## src/rtl/pcr_pkg.sv

```systemverilog
package pcr_pkg;

    typedef enum logic [1:0] {
        ST_IDLE   = 2'd0,
        ST_WRITE  = 2'd1,
        ST_REJECT = 2'd2,
        ST_READ   = 2'd3
    } pcr_state_e;

    // command codes decoded by the upstream byte engine
    localparam logic [7:0] C_PAGE      = 8'h00;
    localparam logic [7:0] C_OPER      = 8'h01;
    localparam logic [7:0] C_ONOFF     = 8'h02;
    localparam logic [7:0] C_VMODE     = 8'h20;
    localparam logic [7:0] C_PGOOD_ON  = 8'h5E;
    localparam logic [7:0] C_TON_DLY   = 8'h60;
    localparam logic [7:0] C_TON_LIM   = 8'h62;
    localparam logic [7:0] C_TOFF_DLY  = 8'h64;
    localparam logic [7:0] C_STAT_WORD = 8'h79;
    localparam logic [7:0] C_STAT_CML  = 8'h7E;
    localparam logic [7:0] C_VPEAK     = 8'hD4;
    localparam logic [7:0] C_TPEAK     = 8'hD6;
    localparam logic [7:0] C_FLOG      = 8'hDC;
    localparam logic [7:0] C_MARGIN    = 8'hDF;
    localparam logic [7:0] C_FWREV     = 8'hE0;
    localparam logic [7:0] C_IAVG      = 8'hE2;
    localparam logic [7:0] C_CHCFG     = 8'hE4;
    localparam logic [7:0] C_SEQ       = 8'hE8;

    localparam logic [7:0]  PAGE_ALL     = 8'hFF;
    localparam logic [7:0]  RST_OPER     = 8'h80;
    localparam logic [7:0]  RST_ONOFF    = 8'h1A;
    localparam logic [7:0]  RST_VMODE    = 8'h40;
    localparam logic [15:0] RST_CHCFG    = 16'h0020;
    localparam logic [15:0] RST_TON_LIM  = 16'hFFFF;
    localparam logic [31:0] NO_DATA      = 32'h0000_00FF;

endpackage

```

## src/rtl/pcr_ctrl.sv

```systemverilog
module pcr_ctrl
    import pcr_pkg::*;
#(
    parameter int LENW = 3,
    parameter int DATW = 32
) (
    input  logic            clk,
    input  logic            rst_n,
    input  logic            wr_valid,
    input  logic [LENW-1:0] wr_len,
    input  logic [DATW+7:0] wr_data,
    input  logic            rd_valid,
    output logic [7:0]      cmd_q,
    output logic [DATW-1:0] data_q,
    output logic            apply,
    output logic            busy,
    output logic            wr_done,
    output logic            wr_err,
    output logic            rd_done
);

    pcr_state_e state, nxt;
    logic [LENW-1:0] len_q;

    always_comb begin
        nxt = ST_IDLE;
        unique case (state)
            ST_IDLE: begin
                if (wr_valid)      nxt = (wr_len == '0) ? ST_REJECT : ST_WRITE;
                else if (rd_valid) nxt = ST_READ;
                else               nxt = ST_IDLE;
            end
            ST_WRITE:  nxt = ST_IDLE;
            ST_REJECT: nxt = ST_IDLE;
            ST_READ:   nxt = ST_IDLE;
            default:   nxt = ST_IDLE;
        endcase
    end

    always_ff @(posedge clk or negedge rst_n) begin
        if (!rst_n) state <= ST_IDLE;
        else        state <= nxt;
    end

    // capture of an accepted non-empty write
    always_ff @(posedge clk or negedge rst_n) begin
        if (!rst_n) begin
            cmd_q  <= C_PAGE;
            data_q <= '0;
            len_q  <= '0;
        end else if (state == ST_IDLE && wr_valid && wr_len != '0) begin
            cmd_q  <= wr_data[7:0];
            data_q <= wr_data[DATW+7:8];
            len_q  <= wr_len;
        end
    end

    always_comb begin
        busy    = (state != ST_IDLE);
        wr_done = (state == ST_WRITE);
        wr_err  = (state == ST_REJECT);
        rd_done = (state == ST_READ);
        apply   = (state == ST_WRITE) && (len_q > LENW'(1));
    end

endmodule

```

## src/rtl/pcr_window.sv

```systemverilog
module pcr_window #(
    parameter int NM   = 12,
    parameter int NMON = 16,
    parameter int NT   = 5,
    parameter int NP   = NMON + NT,
    parameter int TIW  = $clog2(NT)
) (
    input  logic [7:0]     page,
    output logic           in_margin,
    output logic           in_mon,
    output logic           in_temp,
    output logic           in_page,
    output logic           is_all,
    output logic [TIW-1:0] tidx
);

    always_comb begin
        in_margin = page < 8'(NM);
        in_mon    = page < 8'(NMON);
        in_temp   = (page >= 8'(NMON)) && (page < 8'(NMON + NT));
        in_page   = page < 8'(NP);
        is_all    = (page == 8'hFF);
        tidx      = in_temp ? TIW'(page - 8'(NMON)) : '0;
    end

endmodule

```

## src/rtl/pcr_store.sv

```systemverilog
module pcr_store
    import pcr_pkg::*;
#(
    parameter int NM   = 12,
    parameter int NMON = 16,
    parameter int NT   = 5,
    parameter int NP   = NMON + NT,
    parameter int TIW  = $clog2(NT)
) (
    input  logic           clk,
    input  logic           rst_n,
    input  logic           apply,
    input  logic [7:0]     cmd,
    input  logic [31:0]    wdat,
    input  logic           in_margin,
    input  logic           in_mon,
    input  logic           in_temp,
    input  logic           in_page,
    input  logic           is_all,
    input  logic [TIW-1:0] tidx,
    output logic [7:0]     page,
    output logic [3:0]     rbytes,
    output logic [31:0]    rdata
);

    localparam int MIW = $clog2(NM);
    localparam int OIW = $clog2(NMON);
    localparam int PW  = $clog2(NP);

    logic [15:0] ton_dly [NM];
    logic [15:0] ton_lim [NM];
    logic [15:0] toff_dly[NM];
    logic [15:0] marg    [NM];
    logic [31:0] seq     [NM];
    logic [15:0] pg_on   [NMON];
    logic [15:0] chcfg   [NMON];
    logic [15:0] vpeak   [NMON];
    logic [15:0] tpeak   [NT];
    logic [7:0]  oper    [NP];
    logic [NP-1:0] cml;

    logic [MIW-1:0] midx;
    logic [OIW-1:0] oidx;
    logic [PW-1:0]  pidx;
    logic           ro_cmd;

    always_comb begin
        midx   = page[MIW-1:0];
        oidx   = page[OIW-1:0];
        pidx   = page[PW-1:0];
        ro_cmd = (cmd == C_FLOG) || (cmd == C_FWREV) || (cmd == C_IAVG);
    end

    always_ff @(posedge clk or negedge rst_n) begin
        if (!rst_n)                        page <= '0;
        else if (apply && cmd == C_PAGE)   page <= wdat[7:0];
    end

    always_ff @(posedge clk or negedge rst_n) begin
        if (!rst_n) begin
            for (int i = 0; i < NM; i++) begin
                ton_dly[i] <= '0;  ton_lim[i] <= RST_TON_LIM;
                toff_dly[i] <= '0; marg[i] <= '0; seq[i] <= '0;
            end
        end else if (apply && in_margin) begin
            for (int i = 0; i < NM; i++) begin
                if (midx == MIW'(i)) begin
                    case (cmd)
                        C_TON_DLY:  ton_dly[i]  <= wdat[15:0];
                        C_TON_LIM:  ton_lim[i]  <= wdat[15:0];
                        C_TOFF_DLY: toff_dly[i] <= wdat[15:0];
                        C_MARGIN:   marg[i]     <= wdat[15:0];
                        C_SEQ:      seq[i]      <= wdat;
                        default: ;
                    endcase
                end
            end
        end
    end

    always_ff @(posedge clk or negedge rst_n) begin
        if (!rst_n) begin
            for (int i = 0; i < NMON; i++) begin
                pg_on[i] <= '0; chcfg[i] <= RST_CHCFG; vpeak[i] <= '0;
            end
        end else if (apply && in_mon) begin
            for (int i = 0; i < NMON; i++) begin
                if (oidx == OIW'(i)) begin
                    case (cmd)
                        C_PGOOD_ON: pg_on[i] <= wdat[15:0];
                        C_CHCFG:    chcfg[i] <= wdat[15:0];
                        C_VPEAK:    vpeak[i] <= wdat[15:0];
                        default: ;
                    endcase
                end
            end
        end
    end

    always_ff @(posedge clk or negedge rst_n) begin
        if (!rst_n) begin
            for (int i = 0; i < NT; i++) tpeak[i] <= '0;
        end else if (apply && in_temp && cmd == C_TPEAK) begin
            for (int i = 0; i < NT; i++)
                if (tidx == TIW'(i)) tpeak[i] <= wdat[15:0];
        end
    end

    // per-page operation byte and communication-fault flag
    always_ff @(posedge clk or negedge rst_n) begin
        if (!rst_n) begin
            for (int i = 0; i < NP; i++) oper[i] <= RST_OPER;
            cml <= '0;
        end else if (apply) begin
            for (int i = 0; i < NP; i++) begin
                if (cmd == C_OPER && (is_all || page == 8'(i))) oper[i] <= wdat[7:0];
                if (ro_cmd && page == 8'(i))                   cml[i]  <= 1'b1;
            end
        end
    end

    always_comb begin
        rbytes = 4'd1;
        rdata  = NO_DATA;
        case (cmd)
            C_PAGE:      rdata = {24'h0, page};
            C_OPER:      if (in_page) rdata = {24'h0, oper[pidx]};
            C_ONOFF:     if (in_page) rdata = {24'h0, RST_ONOFF};
            C_VMODE:     if (in_page) rdata = {24'h0, RST_VMODE};
            C_STAT_CML:  if (in_page) rdata = {24'h0, 1'b0, cml[pidx], 6'h0};
            C_STAT_WORD: if (in_page) begin rbytes = 4'd2; rdata = {30'h0, cml[pidx], 1'b0}; end
            C_TON_DLY:   if (in_margin) begin rbytes = 4'd2; rdata = {16'h0, ton_dly[midx]}; end
            C_TON_LIM:   if (in_margin) begin rbytes = 4'd2; rdata = {16'h0, ton_lim[midx]}; end
            C_TOFF_DLY:  if (in_margin) begin rbytes = 4'd2; rdata = {16'h0, toff_dly[midx]}; end
            C_MARGIN:    if (in_margin) begin rbytes = 4'd2; rdata = {16'h0, marg[midx]}; end
            C_SEQ:       if (in_margin) begin rbytes = 4'd4; rdata = seq[midx]; end
            C_PGOOD_ON:  if (in_mon) begin rbytes = 4'd2; rdata = {16'h0, pg_on[oidx]}; end
            C_CHCFG:     if (in_mon) begin rbytes = 4'd2; rdata = {16'h0, chcfg[oidx]}; end
            C_VPEAK:     if (in_mon) begin rbytes = 4'd2; rdata = {16'h0, vpeak[oidx]}; end
            C_IAVG:      if (in_mon) begin rbytes = 4'd2; rdata = 32'h0; end
            C_TPEAK:     begin rbytes = 4'd2; rdata = {16'h0, tpeak[tidx]}; end
            C_FLOG:      begin rbytes = 4'd4; rdata = 32'h0; end
            C_FWREV:     if (is_all) begin rbytes = 4'd2; rdata = 32'h1; end
            default: ;
        endcase
    end

endmodule

```

## src/rtl/paged_cmd_regfile.sv

```systemverilog
module paged_cmd_regfile #(
    parameter int NUM_MARGIN = 12,
    parameter int NUM_MON    = 16,
    parameter int NUM_TEMP   = 5,
    parameter int DATA_BYTES = 4
) (
    input  logic                          clk,
    input  logic                          rst_n,
    input  logic                          wr_valid,
    input  logic [$clog2(DATA_BYTES+2)-1:0] wr_len,
    input  logic [8*DATA_BYTES+7:0]       wr_data,
    input  logic                          rd_valid,
    output logic                          busy,
    output logic                          wr_done,
    output logic                          wr_err,
    output logic                          rd_done,
    output logic [3:0]                    rd_bytes,
    output logic [31:0]                   rd_data
);

    localparam int NUM_PAGES = NUM_MON + NUM_TEMP;
    localparam int LENW      = $clog2(DATA_BYTES + 2);
    localparam int DATW      = 8 * DATA_BYTES;
    localparam int TIW       = $clog2(NUM_TEMP);

    logic [7:0]      cmd_q;
    logic [DATW-1:0] data_q;
    logic            apply;
    logic [7:0]      page;
    logic            in_margin, in_mon, in_temp, in_page, is_all;
    logic [TIW-1:0]  tidx;
    logic [3:0]      st_bytes;
    logic [31:0]     st_data;

    pcr_ctrl #(.LENW(LENW), .DATW(DATW)) u_ctrl (
        .clk(clk), .rst_n(rst_n), .wr_valid(wr_valid), .wr_len(wr_len),
        .wr_data(wr_data), .rd_valid(rd_valid), .cmd_q(cmd_q), .data_q(data_q),
        .apply(apply), .busy(busy), .wr_done(wr_done), .wr_err(wr_err),
        .rd_done(rd_done)
    );

    pcr_window #(.NM(NUM_MARGIN), .NMON(NUM_MON), .NT(NUM_TEMP),
                 .NP(NUM_PAGES), .TIW(TIW)) u_win (
        .page(page), .in_margin(in_margin), .in_mon(in_mon), .in_temp(in_temp),
        .in_page(in_page), .is_all(is_all), .tidx(tidx)
    );

    pcr_store #(.NM(NUM_MARGIN), .NMON(NUM_MON), .NT(NUM_TEMP),
                .NP(NUM_PAGES), .TIW(TIW)) u_store (
        .clk(clk), .rst_n(rst_n), .apply(apply), .cmd(cmd_q), .wdat(data_q[31:0]),
        .in_margin(in_margin), .in_mon(in_mon), .in_temp(in_temp),
        .in_page(in_page), .is_all(is_all), .tidx(tidx), .page(page),
        .rbytes(st_bytes), .rdata(st_data)
    );

    always_comb begin
        rd_bytes = rd_done ? st_bytes : 4'd0;
        rd_data  = rd_done ? st_data  : 32'd0;
    end

endmodule

```

## config.mk

```make
export PLATFORM = sky130hd
export DESIGN_NAME = paged_cmd_regfile
export DESIGN_NICKNAME = d
export VERILOG_FILES = /design/src/rtl/pcr_pkg.sv /design/src/rtl/pcr_ctrl.sv /design/src/rtl/pcr_window.sv /design/src/rtl/pcr_store.sv /design/src/rtl/paged_cmd_regfile.sv
export SDC_FILE = /design/constraint.sdc
export NUM_CORES = 2
export LEC_CHECK = 0
export BUFFER_PORTS_ARGS = -buffer_cell sky130_fd_sc_hd__buf_4
export CAP_MARGIN = 5
export CORE_ASPECT_RATIO = 1.75
export CORE_UTILIZATION = 27
export CTS_CLUSTER_SIZE = 14
export DETAILED_ROUTE_END_ITERATION = 16
export PLACE_DENSITY = 0.52
export SLEW_MARGIN = 30
export SYNTH_ARGS = -nofsm -noshare
export SYNTH_HDL_FRONTEND = slang
export SYNTH_SLANG_ARGS = --single-unit
```

## constraint.sdc

```tcl
create_clock -name clk -period 5.2 [get_ports clk]
set_input_delay 0.26 -clock clk [delete_from_list [all_inputs] [get_ports clk]]
set_output_delay 0.26 -clock clk [all_outputs]
set_load 0.03 [all_outputs]
```

==> qor.csv <==
metric,value,unit
Comb power frac,18.5,%
# rows,300,
minimum clock period,5.30,ns
vias in the first global route,66600,
hold depth,3,
clock network power share,37.3,%
"count leader, synth",dfrtp_1,
die footprint,0.386,mm²
clock sink total,2241,
ranking of synthesized cells by area,"dfrtp_1, mux2_2, mux4_2, mux2_1, dfstp_2",
area added between synthesis and finish,14.4,%
finished layout cell area,0.118,mm²
Final Cycle Share,102,%
drc violations,0,
Inst Count DP,11500,
Post-synth top flop,dfrtp_1,
cells after synthesis,6738,
fin. max-slew vios,0,
largest net degree at the start of global routing,152,
Critical Path AT,5.04,ns
switching part of the total,32.0,%
Tot GR Track Use,18.1,%
reg2reg end,u_store.seq[377],
Yosys cell types,91,
"critical path fanouts, max",22,
boundary pin count,87,
Worst path max stage delay,0.79,ns
min-delay src,wr_data[29],
"critical path, cell by cell","buf_4, or2_2, nor3_1, nor3_1, nand2_1, o21ai_0, nor4_1, a31oi_2, buf_4",
maxcap violations,0,
Port-buffer cells,85,
synthesized area per cell,15.4,µm²
htree depth,4,
Worst Skew,0.101,ns
Layout Cells excl Fill,12000,
global-route wire length before repair,506000,µm
Num CTS Buffers,210,
Worst Path Required,4.94,ns
Hold EP,u_ctrl.data_q[21],
fin worst setup slack,-0.100,ns
clock root cell,clkbuf_16,
YS warnings,0,
fin util,31.0,%
Pre-Repair DR Iteration Count,5,
"Slowest-stage cell, CP",nor3_1,
most frequent cells after synthesis,"dfrtp_1, mux2_2, mux2_1",
total chip power,0.0423,W
antenna violations before repair,23,
internal power,0.0288,W
Max rail drop VDD,0.000277,V
remaining global-route overflow,0,
DR vias/cell,5.07,
Routed WL per cell,29.4,µm
FF-to-FF path depth,8,
GPL Wtd Cong,0.940,
Final Hold Vio Count,0,
Worst slew margin,18.2,%
"EDFF count, synth",0,
clock buffer depth,4,
endpoints failing setup,4,
crit end category,primary output,
worst-margin pin slew,1.23,ns
Reg power frac,44.2,%
Synth area leader,dfrtp_1,
Startpoint Class,flop,
r2r startpoint,u_store.page[4],
P_leak,55.6,nW
dpl hpwl,237000,µm
Detail Route Antenna Nets,0,
"FFs w/ async S/R, synth",100,%
"Seq/Total Area, Yosys",54.5,%
Vias,60600,
Die Y,821,µm
Synth Cell Area,0.103,mm²
later-pin clock latency in the skew report,0.95,ns
CTS tree,done,
status,"complete, but fails checks",
Initial Utilization,27.1,%
WL final,351000,µm
Syn Nets,6785,
final net count,6857,
WS Path Type,flop to primary output,
DRT iter0 DRCs,3928,
failing checks,negative setup slack,
Synth top area share,48.7,%
Hold Crit Class,input port to flop,
Pwr Density,358,mW/mm²
P_sw,0.0135,W
"Cell Area, Placed",0.111,mm²
"FF+latch count, synth",2241,
"reg-to-reg slack, setup",0.64,ns
Fmax,189,MHz
core box area,0.381,mm²
Worst-path clk slew,0.07,ns
Die Wd,470,µm
"Buf+Inv Stages, Crit Path",2,
CP top delay family,simple AND/OR/NAND/NOR gates,
share of post-route cells with drive strength above 1,46.3,%
## how the worst max path moves through the flow
stage                                from          end  slack (ns)  depth (start not counted)
after floorplan           u_ctrl.cmd_q[7]   rd_data[7]        2.23                          9
after global placement    u_store.page[0]  rd_data[11]       -0.34                         11
after detailed placement  u_store.page[0]   rd_data[2]        0.13                          9
after CTS                 u_store.page[2]  rd_data[11]       0.006                         11
after global routing      u_store.page[0]   rd_data[1]       -0.03                         14
final                     u_store.page[2]   rd_data[0]       -0.10                          9
## routing by layer
metal  wire (µm)  share of wire [%]  vias to the layer above  track usage (%)
li1            -                  -                    25100                -
met1      124000                 35                    33200             19.1
met2      183000                 52                     1529             32.7
met3       12400                3.5                      785             2.14
met4       32000                9.1                        6             14.3
met5          38              0.011                        -                0
## cells by family after synthesis
logic type | count (synthesis) | share of synthesized area [%]
AO/OA/AOI/OAI | 413 | 2.58
AND/OR/NAND/NOR | 643 | 3.54
flip-flops | 2241 | 54.5
XOR/XNOR | 1 | 0.00847
other | 1 | 0.00363
buffers and inverters | 627 | 3.04
multiplexers | 2812 | 36.3
## flip-flops by register name (all words and copies together) (netlist names)
signal            flops
u_store.toff_dly    192
u_ctrl.cmd_q          8
u_store.page          8
u_store.marg        192
u_store.pg_on       256
u_store.ton_dly     192
u_store.ton_lim     192
u_ctrl.len_q          2
u_store.oper        168
u_ctrl.data_q        32
u_store.chcfg       256
u_ctrl.state          2
u_store.seq         384
u_store.tpeak        80
u_store.vpeak       256
u_store.cml          21
## cell type report
| class | instances | area (µm²) |
|---|---|---|
| Clock inverter | 42 | 512 |
| Tap cell | 4983 | 6230 |
| Antenna cell | 10 | 25.0 |
| Clock buffer | 326 | 6280 |
| Fill cell | 37500 | 263000 |
| Timing Repair Buffer | 479 | 4410 |
| Sequential cell | 2241 | 56400 |
| Multi-Input combinational cell | 3870 | 44400 |
| Inverter | 8 | 37.5 |
## what timing repair did
item                                   in CTS  in global routing
hold buffers                               49                  0
pin swaps                                   2                  0
resized for setup                          39                  4
setup endpoints to repair                  16                  4
cloned                                      0                  0
endpoints found under the hold margin     608                  0
setup buffers                              16                  0
## power by group through the flow
stage          sequential, W  clock [W]  combinational, W
3_3_place_gp          0.0191          0           0.00737
6_report              0.0187     0.0158           0.00784
5_1_grt               0.0188     0.0168           0.00811
3_5_place_dp          0.0191          0           0.00762
2_1_floorplan         0.0182          0           0.00425
4_1_cts               0.0187     0.0162           0.00787
## cells in the final DEF, fill, tap and decap left out, types with 106 or more instances in the layout
cell       count
a21oi_1      106
buf_4        374
clkbuf_16    214
dfrtp_1     1992
dfstp_2      229
mux2_1       710
mux2_2      1507
mux4_2       533
nand2_1      174
nor2_1       143
## per-stage QoR
stage / TNS, ns / hold slack [ns] / setup WS (ns)
final: -0.141 / 0.0990 / -0.100
after CTS: 0 / 0.0645 / 0.00650
after detailed placement: 0 / 0.236 / 0.132
after floorplan: 0 / -0.0356 / 2.23
after global routing: -0.0393 / 0.0865 / -0.0254
after global placement: -0.339 / 0.215 / -0.339
## worst reg2reg max path, cell delays in order, from the launching register on
cell and delay, ns:
dfrtp_1 0.60, or4_2 0.83, buf_4 0.34, nor2_8 0.43, nand2_4 0.19, nor2_4 0.52
nand2_2 0.70, buf_4 0.44, mux2_1 0.32
Power figures use the tool's default switching activity.
